`config.mk`:
```
export PLATFORM = sky130hd
export DESIGN_NAME = cellbus_phy_slave
export DESIGN_NICKNAME = d
export VERILOG_FILES = /design/src/rtl/cellbus_pkg.sv /design/src/rtl/cellbus_poll.sv /design/src/rtl/cellbus_cell_fsm.sv /design/src/rtl/cellbus_phy_slave.sv
export SDC_FILE = /design/constraint.sdc
export NUM_CORES = 1
export LEC_CHECK = 0
export ABC_AREA = 1
export CORE_MARGIN = 5
export CORE_UTILIZATION = 30
export DETAILED_ROUTE_END_ITERATION = 10
export GPL_TIMING_DRIVEN = 0
export SLEW_MARGIN = 20
export SYNTH_ARGS = -nofsm -noshare
export SYNTH_HDL_FRONTEND = slang
export SYNTH_SLANG_ARGS = --single-unit
```
`constraint.sdc`:
```
create_clock -name clk -period 2.9 [get_ports clk]
set_input_delay 0.87 -clock clk [delete_from_list [all_inputs] [get_ports clk]]
set_output_delay 0.87 -clock clk [all_outputs]
set_load 0.03 [all_outputs]
```
`src/rtl/cellbus_pkg.sv`:
```
package cellbus_pkg;
    localparam int CELL_LEN_DEF = 53;

    typedef enum logic [1:0] {
        ST_IDLE  = 2'd0,
        ST_ARMED = 2'd1,
        ST_BURST = 2'd2
    } cell_st_e;
endpackage

```
`src/rtl/cellbus_poll.sv`:
```
module cellbus_poll #(
    parameter int N_PORTS = 8,
    parameter int ADDR_W  = 5,
    localparam int PORT_W = $clog2(N_PORTS)
) (
    input  logic               clk,
    input  logic               rst_n,
    input  logic               multi,
    input  logic [ADDR_W-1:0]  addr,
    input  logic [ADDR_W-1:0]  win_lo,
    input  logic [ADDR_W-1:0]  win_hi,
    input  logic [N_PORTS-1:0] status,
    output logic               hit,
    output logic [PORT_W-1:0]  idx,
    output logic               clav,
    output logic               clav_oe
);
    logic [ADDR_W-1:0] offs;
    logic              in_win;

    always_comb begin
        offs   = addr - win_lo;
        in_win = (addr >= win_lo) && (addr <= win_hi)
                 && ({1'b0, offs} < (ADDR_W+1)'(N_PORTS));
        hit    = multi ? in_win : 1'b1;
        idx    = multi ? offs[PORT_W-1:0] : '0;
    end

    always_ff @(posedge clk) begin
        if (!rst_n) begin
            clav    <= 1'b0;
            clav_oe <= 1'b0;
        end else begin
            clav_oe <= hit;
            clav    <= hit & status[idx];
        end
    end
endmodule

```
`src/rtl/cellbus_cell_fsm.sv`:
```
module cellbus_cell_fsm
    import cellbus_pkg::*;
#(
    parameter int N_PORTS  = 8,
    parameter int CELL_LEN = CELL_LEN_DEF,
    localparam int PORT_W  = $clog2(N_PORTS),
    localparam int CNT_W   = $clog2(CELL_LEN)
) (
    input  logic              clk,
    input  logic              rst_n,
    input  logic              enb_n,
    input  logic              poll_hit,
    input  logic [PORT_W-1:0] poll_idx,
    input  logic              start_ok,
    output logic              fire,
    output logic              first,
    output logic [PORT_W-1:0] port
);
    localparam logic [CNT_W-1:0] LAST = CNT_W'(CELL_LEN - 1);

    cell_st_e          st, st_n;
    logic [CNT_W-1:0]  cnt, cnt_n;
    logic [PORT_W-1:0] sel, sel_n;

    always_ff @(posedge clk) begin
        if (!rst_n) begin
            st  <= ST_IDLE;
            cnt <= '0;
            sel <= '0;
        end else begin
            st  <= st_n;
            cnt <= cnt_n;
            sel <= sel_n;
        end
    end

    always_comb begin
        st_n  = st;
        cnt_n = cnt;
        sel_n = sel;
        fire  = 1'b0;
        unique case (st)
            ST_IDLE, ST_ARMED: begin
                if (!enb_n) begin
                    if (st == ST_ARMED && start_ok) begin
                        fire  = 1'b1;
                        cnt_n = CNT_W'(1);
                        st_n  = ST_BURST;
                    end
                end else if (poll_hit) begin
                    sel_n = poll_idx;
                    st_n  = ST_ARMED;
                end
            end
            ST_BURST: begin
                if (!enb_n) begin
                    fire = 1'b1;
                    if (cnt == LAST) begin
                        cnt_n = '0;
                        st_n  = ST_IDLE;
                    end else begin
                        cnt_n = cnt + CNT_W'(1);
                    end
                end
            end
            default: st_n = ST_IDLE;
        endcase
    end

    always_comb begin
        first = fire && (cnt == '0);
        port  = sel;
    end
endmodule

```
`src/rtl/cellbus_phy_slave.sv`:
```
module cellbus_phy_slave
    import cellbus_pkg::*;
#(
    parameter int N_PORTS  = 8,
    parameter int ADDR_W   = 5,
    parameter int DATA_W   = 8,
    parameter int FILL_W   = 8,
    parameter int CELL_LEN = CELL_LEN_DEF,
    localparam int PORT_W  = $clog2(N_PORTS)
) (
    input  logic                      clk,
    input  logic                      rst_n,
    input  logic                      cfg_multi,
    input  logic [ADDR_W-1:0]         cfg_addr_lo,
    input  logic [ADDR_W-1:0]         cfg_addr_hi,
    input  logic [FILL_W-1:0]         cfg_tx_thresh,
    input  logic [N_PORTS-1:0]        rx_rdy,
    input  logic [N_PORTS*FILL_W-1:0] tx_fill,
    input  logic [ADDR_W-1:0]         rx_addr,
    input  logic                      rx_enb_n,
    output logic                      rx_clav,
    output logic                      rx_clav_oe,
    output logic [DATA_W-1:0]         rx_data,
    output logic                      rx_soc,
    output logic                      rx_par,
    input  logic [DATA_W-1:0]         rx_buf_data,
    output logic                      rx_buf_pop,
    output logic [PORT_W-1:0]         rx_buf_port,
    input  logic [ADDR_W-1:0]         tx_addr,
    input  logic                      tx_enb_n,
    input  logic [DATA_W-1:0]         tx_data,
    input  logic                      tx_soc,
    input  logic                      tx_par,
    output logic                      tx_clav,
    output logic                      tx_clav_oe,
    output logic                      tx_wr_valid,
    output logic [PORT_W-1:0]         tx_wr_port,
    output logic [DATA_W-1:0]         tx_wr_data,
    output logic                      tx_wr_soc,
    output logic                      tx_par_err
);
    logic [N_PORTS-1:0] tx_room;
    logic               rx_hit, tx_hit;
    logic [PORT_W-1:0]  rx_idx, tx_idx;
    logic               rx_fire, tx_fire, rx_first, tx_first;
    logic               perr_q;

    for (genvar p = 0; p < N_PORTS; p++) begin : g_room
        assign tx_room[p] = tx_fill[p*FILL_W +: FILL_W] <= cfg_tx_thresh;
    end

    cellbus_poll #(.N_PORTS(N_PORTS), .ADDR_W(ADDR_W)) u_rx_poll (
        .clk(clk), .rst_n(rst_n), .multi(cfg_multi), .addr(rx_addr),
        .win_lo(cfg_addr_lo), .win_hi(cfg_addr_hi), .status(rx_rdy),
        .hit(rx_hit), .idx(rx_idx), .clav(rx_clav), .clav_oe(rx_clav_oe)
    );

    cellbus_poll #(.N_PORTS(N_PORTS), .ADDR_W(ADDR_W)) u_tx_poll (
        .clk(clk), .rst_n(rst_n), .multi(cfg_multi), .addr(tx_addr),
        .win_lo(cfg_addr_lo), .win_hi(cfg_addr_hi), .status(tx_room),
        .hit(tx_hit), .idx(tx_idx), .clav(tx_clav), .clav_oe(tx_clav_oe)
    );

    cellbus_cell_fsm #(.N_PORTS(N_PORTS), .CELL_LEN(CELL_LEN)) u_rx_fsm (
        .clk(clk), .rst_n(rst_n), .enb_n(rx_enb_n), .poll_hit(rx_hit),
        .poll_idx(rx_idx), .start_ok(1'b1), .fire(rx_fire),
        .first(rx_first), .port(rx_buf_port)
    );

    cellbus_cell_fsm #(.N_PORTS(N_PORTS), .CELL_LEN(CELL_LEN)) u_tx_fsm (
        .clk(clk), .rst_n(rst_n), .enb_n(tx_enb_n), .poll_hit(tx_hit),
        .poll_idx(tx_idx), .start_ok(tx_soc), .fire(tx_fire),
        .first(tx_first), .port(tx_wr_port)
    );

    always_ff @(posedge clk) begin
        if (!rst_n) begin
            perr_q <= 1'b0;
        end else if (tx_fire && !(^{tx_data, tx_par})) begin
            perr_q <= 1'b1;
        end
    end

    always_comb begin
        rx_data     = rx_buf_data;
        rx_par      = ~^rx_buf_data;
        rx_soc      = rx_first;
        rx_buf_pop  = rx_fire;
        tx_wr_valid = tx_fire;
        tx_wr_data  = tx_data;
        tx_wr_soc   = tx_first;
        tx_par_err  = perr_q;
    end
endmodule

```
==> impl_results.md <==
- Top Ports: between 150 and 200
- Initial drt markers: roughly 130
- Layout Nets: between 900 and 1000
- Worst slew pin tran: between 400 and 500 ps
- Clk sinks: 27
- CTS clk-pin slew, worst paths: ~70 ps
- Unrepaired setup endpoints after global routing: yes
- Setup crit end kind: primary output
- Routed vias/inst: around 4.5
- Post-Synthesis Cells: 592
- GRT Overall Usage: 0.1452
- Fraction of layout cells with a size suffix above 1: 0.07723
- Critical Path AT: 1990 ps
- Vias in the first global route: between 4000 and 5000
- P_sw: between 0.5 and 0.6 mW
- R2r worst-path depth: 9
- Drt first pass iters: 4
- Most frequent cells in the layout: nand2_1 (140), clkdlybuf4s50_1 (127), ha_1 (92), inv_1 (87), nor2_1 (54)
- Commonest non-fill, non-tap cell in the layout: nand2_1
- Die Area: about 0.016 sq mm
- Via Count: ~4200
- Finish-stage setup viols: 0
- Routed wire length: 11700 um
- Post-CTS Hold Fix Bufs: 0
- Setup crit start kind: primary input
- Port Buffers: ~150
- Crit share post-route: 0.9850
- Peak VDD IR: between 200 and 300 uV
- Post-DRT Antenna Nets: 0
- Reg2reg setup slack: between 1000 and 1500 ps
- Area delta synth->final: 46.47%
- Worst-Skew Late Latency: between 200 and 300 ps
- Mapped Nets: about 810
- Hold Crit Depth: 2
- WL per Instance: 12.62 um
- Crit Path Class: in2out
- TritonCTS buffer count: 3
- Core outline area: approximately 0.013 sq mm
- Hold Vio Cnt, Final: 0
- Gr ovfl total: 0
- Filler Cells Inserted: around 1300
- DP Wirelength: a little over 10000 um
- Largest net degree at the start of global routing: 15
- Worst slew margin: 0.7109
- Yosys warnings: 0
- Sequential share of power: 0.260
- Worst hold path type: reg2reg
- Initial Utilization: 0.3023
- Clock Tree Buf Depth: 2
- Seq cells post-synth: 27
- Comb pwr share: 0.539
- Max Fanout on Critical Path: 2
- Die span in x: 124.8 um
- Worst endpoint required time: 2030 ps
- Synthesized area: about 0.0040 sq mm
- Outcome: completed
- Core Util, Final: 0.4427
- TritonCTS clock tree: done
- PD cells: between 200 and 300 mW/mm^2
- Internal: 0.9889 mW
- TNS Setup: 0 ps
- Prevailing post-synth register cell: dfxtp_1
- Syn Area/Cell: around 6.7 sq um
- DR DRC count: 0
- Final hold slack: roughly 450 ps
- Worst Skew: about 3.4 ps
- Crit path time final: roughly 2900 ps
- Initial antenna violation count: 0
- Async S/R FF share, synth: 0
- Max Clk Rate: between 300 and 400 MHz
- Dpl cells: just over 900
- Max H-tree Level: 1
- Gpl congestion: around 0.85
- Seq/Total Area, Yosys: 0.1367
- Global-route wire length before repair: about 19000 um
- P_leak: about 3 nW
- Max-Cap Viols: 0
- Final slew viol count: 0
- Layout Cells excl Fill: 927
- Die Ht: approximately 120 um
- EDFF count, synth: 0
- Net Sw Frac: 0.3701
- # rows: 42
- Post-synth cell types: 36
- Clock power share: 0.201
- Root Buffer: clkbuf_16
- ANT cells: 0
## layer usage
metal,track usage,vias up,share of wire
li1,-,2226,-
met1,0.1711,1862,0.44
met2,0.2802,105,0.50
met3,0.02702,8,0.060
met4,0.01467,0,0.0067
met5,0,-,0
## Yosys cell counts, types with 5 or more instances
library cell / number / share of area
o21ai_0: 14 / 0.018
nand2_1: 140 / 0.13
nand3_1: 23 / 0.029
nor3_1: 11 / 0.014
buf_4: 16 / 0.030
xnor2_1: 10 / 0.022
inv_2: 11 / 0.010
o21ai_1: 5 / 0.0063
inv_1: 87 / 0.083
ha_1: 92 / 0.29
o21a_1: 6 / 0.011
xor2_1: 6 / 0.013
a21oi_1: 49 / 0.062
dfxtp_1: 27 / 0.14
nand4_1: 7 / 0.011
nor2_1: 54 / 0.051
## stage by stage
| step | power, mW | setup slack [ps] | area (sq um) |
|---|---|---|---|
| floorplan | 0.9190 | 272.3 | 3960 |
| global placement | 1.251 | -591.1 | 5712 |
| detailed placement | 1.275 | -603.0 | 5712 |
| CTS | 1.585 | -51.19 | 5761 |
| global route | 1.704 | -35.22 | 5793 |
| finish | 1.570 | 43.39 | 5793 |
## flip-flops by register name, summed over array words and instances (netlist names)
register and cells:
u_rx_poll.clav_oe 1, u_rx_poll.clav 1, u_tx_fsm.port 3, tx_par_err 1, u_tx_fsm.cnt 6, u_tx_fsm.st 2, u_rx_fsm.port 3, u_rx_fsm.cnt 6
u_tx_poll.clav_oe 1, u_tx_poll.clav 1, u_rx_fsm.st 2
## cells by family (layout without fill, tap and decap cells)
| logic type | count (synthesis) | in the layout | share of synthesized area |
|---|---|---|---|
| xor gates and xnor gates | 16 | 16 | 0.03543 |
| and+or+nand+nor | 249 | 249 | 0.2664 |
| muxes | 1 | 1 | 0.002531 |
| AOI/OAI and AO/OA | 88 | 88 | 0.1272 |
| DFF | 27 | 27 | 0.1367 |
| buffers and inverters | 117 | 276 | 0.1307 |
| adders and majority gates | 94 | 94 | 0.3012 |
## final cells by class
class / instances / area (sq um) / share of cell area
Multi-Input combinational cell: 448 / 2918 / 0.5037
Timing Repair Buffer: 155 / 1519 / 0.2622
Sequential cell: 27 / 540.5 / 0.09330
Inverter: 99 / 371.6 / 0.06415
Tap cell: 176 / 220.2 / 0.03801
Buffer: 18 / 145.1 / 0.02505
Clock buffer: 4 / 78.83 / 0.01361
## what timing repair did
item                                    in CTS  in global routing
cloned                                       0                  0
pin swaps                                    4                  4
resized for setup                           39                 10
buffers inserted                             1                  1
endpoints found under the setup margin      21                  8
hold endpoints to repair                     0                  0
## power groups by stage
stage	Clock [mW]	Sequential, mW	Combinational (mW)
after floorplan	0	0.440	0.479
after global placement	0	0.415	0.836
after detailed placement	0	0.416	0.860
after CTS	0.326	0.407	0.852
after global routing	0.341	0.410	0.953
final	0.316	0.408	0.846
## critical path, cell delays in order
cell and delay [ps]:
clkdlybuf4s50_1 430, xnor2_1 210, xnor2_1 150, xnor2_1 140, buf_4 180
## worst paths after layout
| path | start | endpoint |
|---|---|---|
| setup / recovery | rx_buf_data[5] | rx_par |
| hold / removal | tx_par_err | tx_par_err |
| setup reg to reg | u_rx_fsm.st[1] | u_rx_fsm.cnt[5] |
| hold reg to reg | tx_par_err | tx_par_err |
Note: power is estimated with default switching activity, not from simulation.
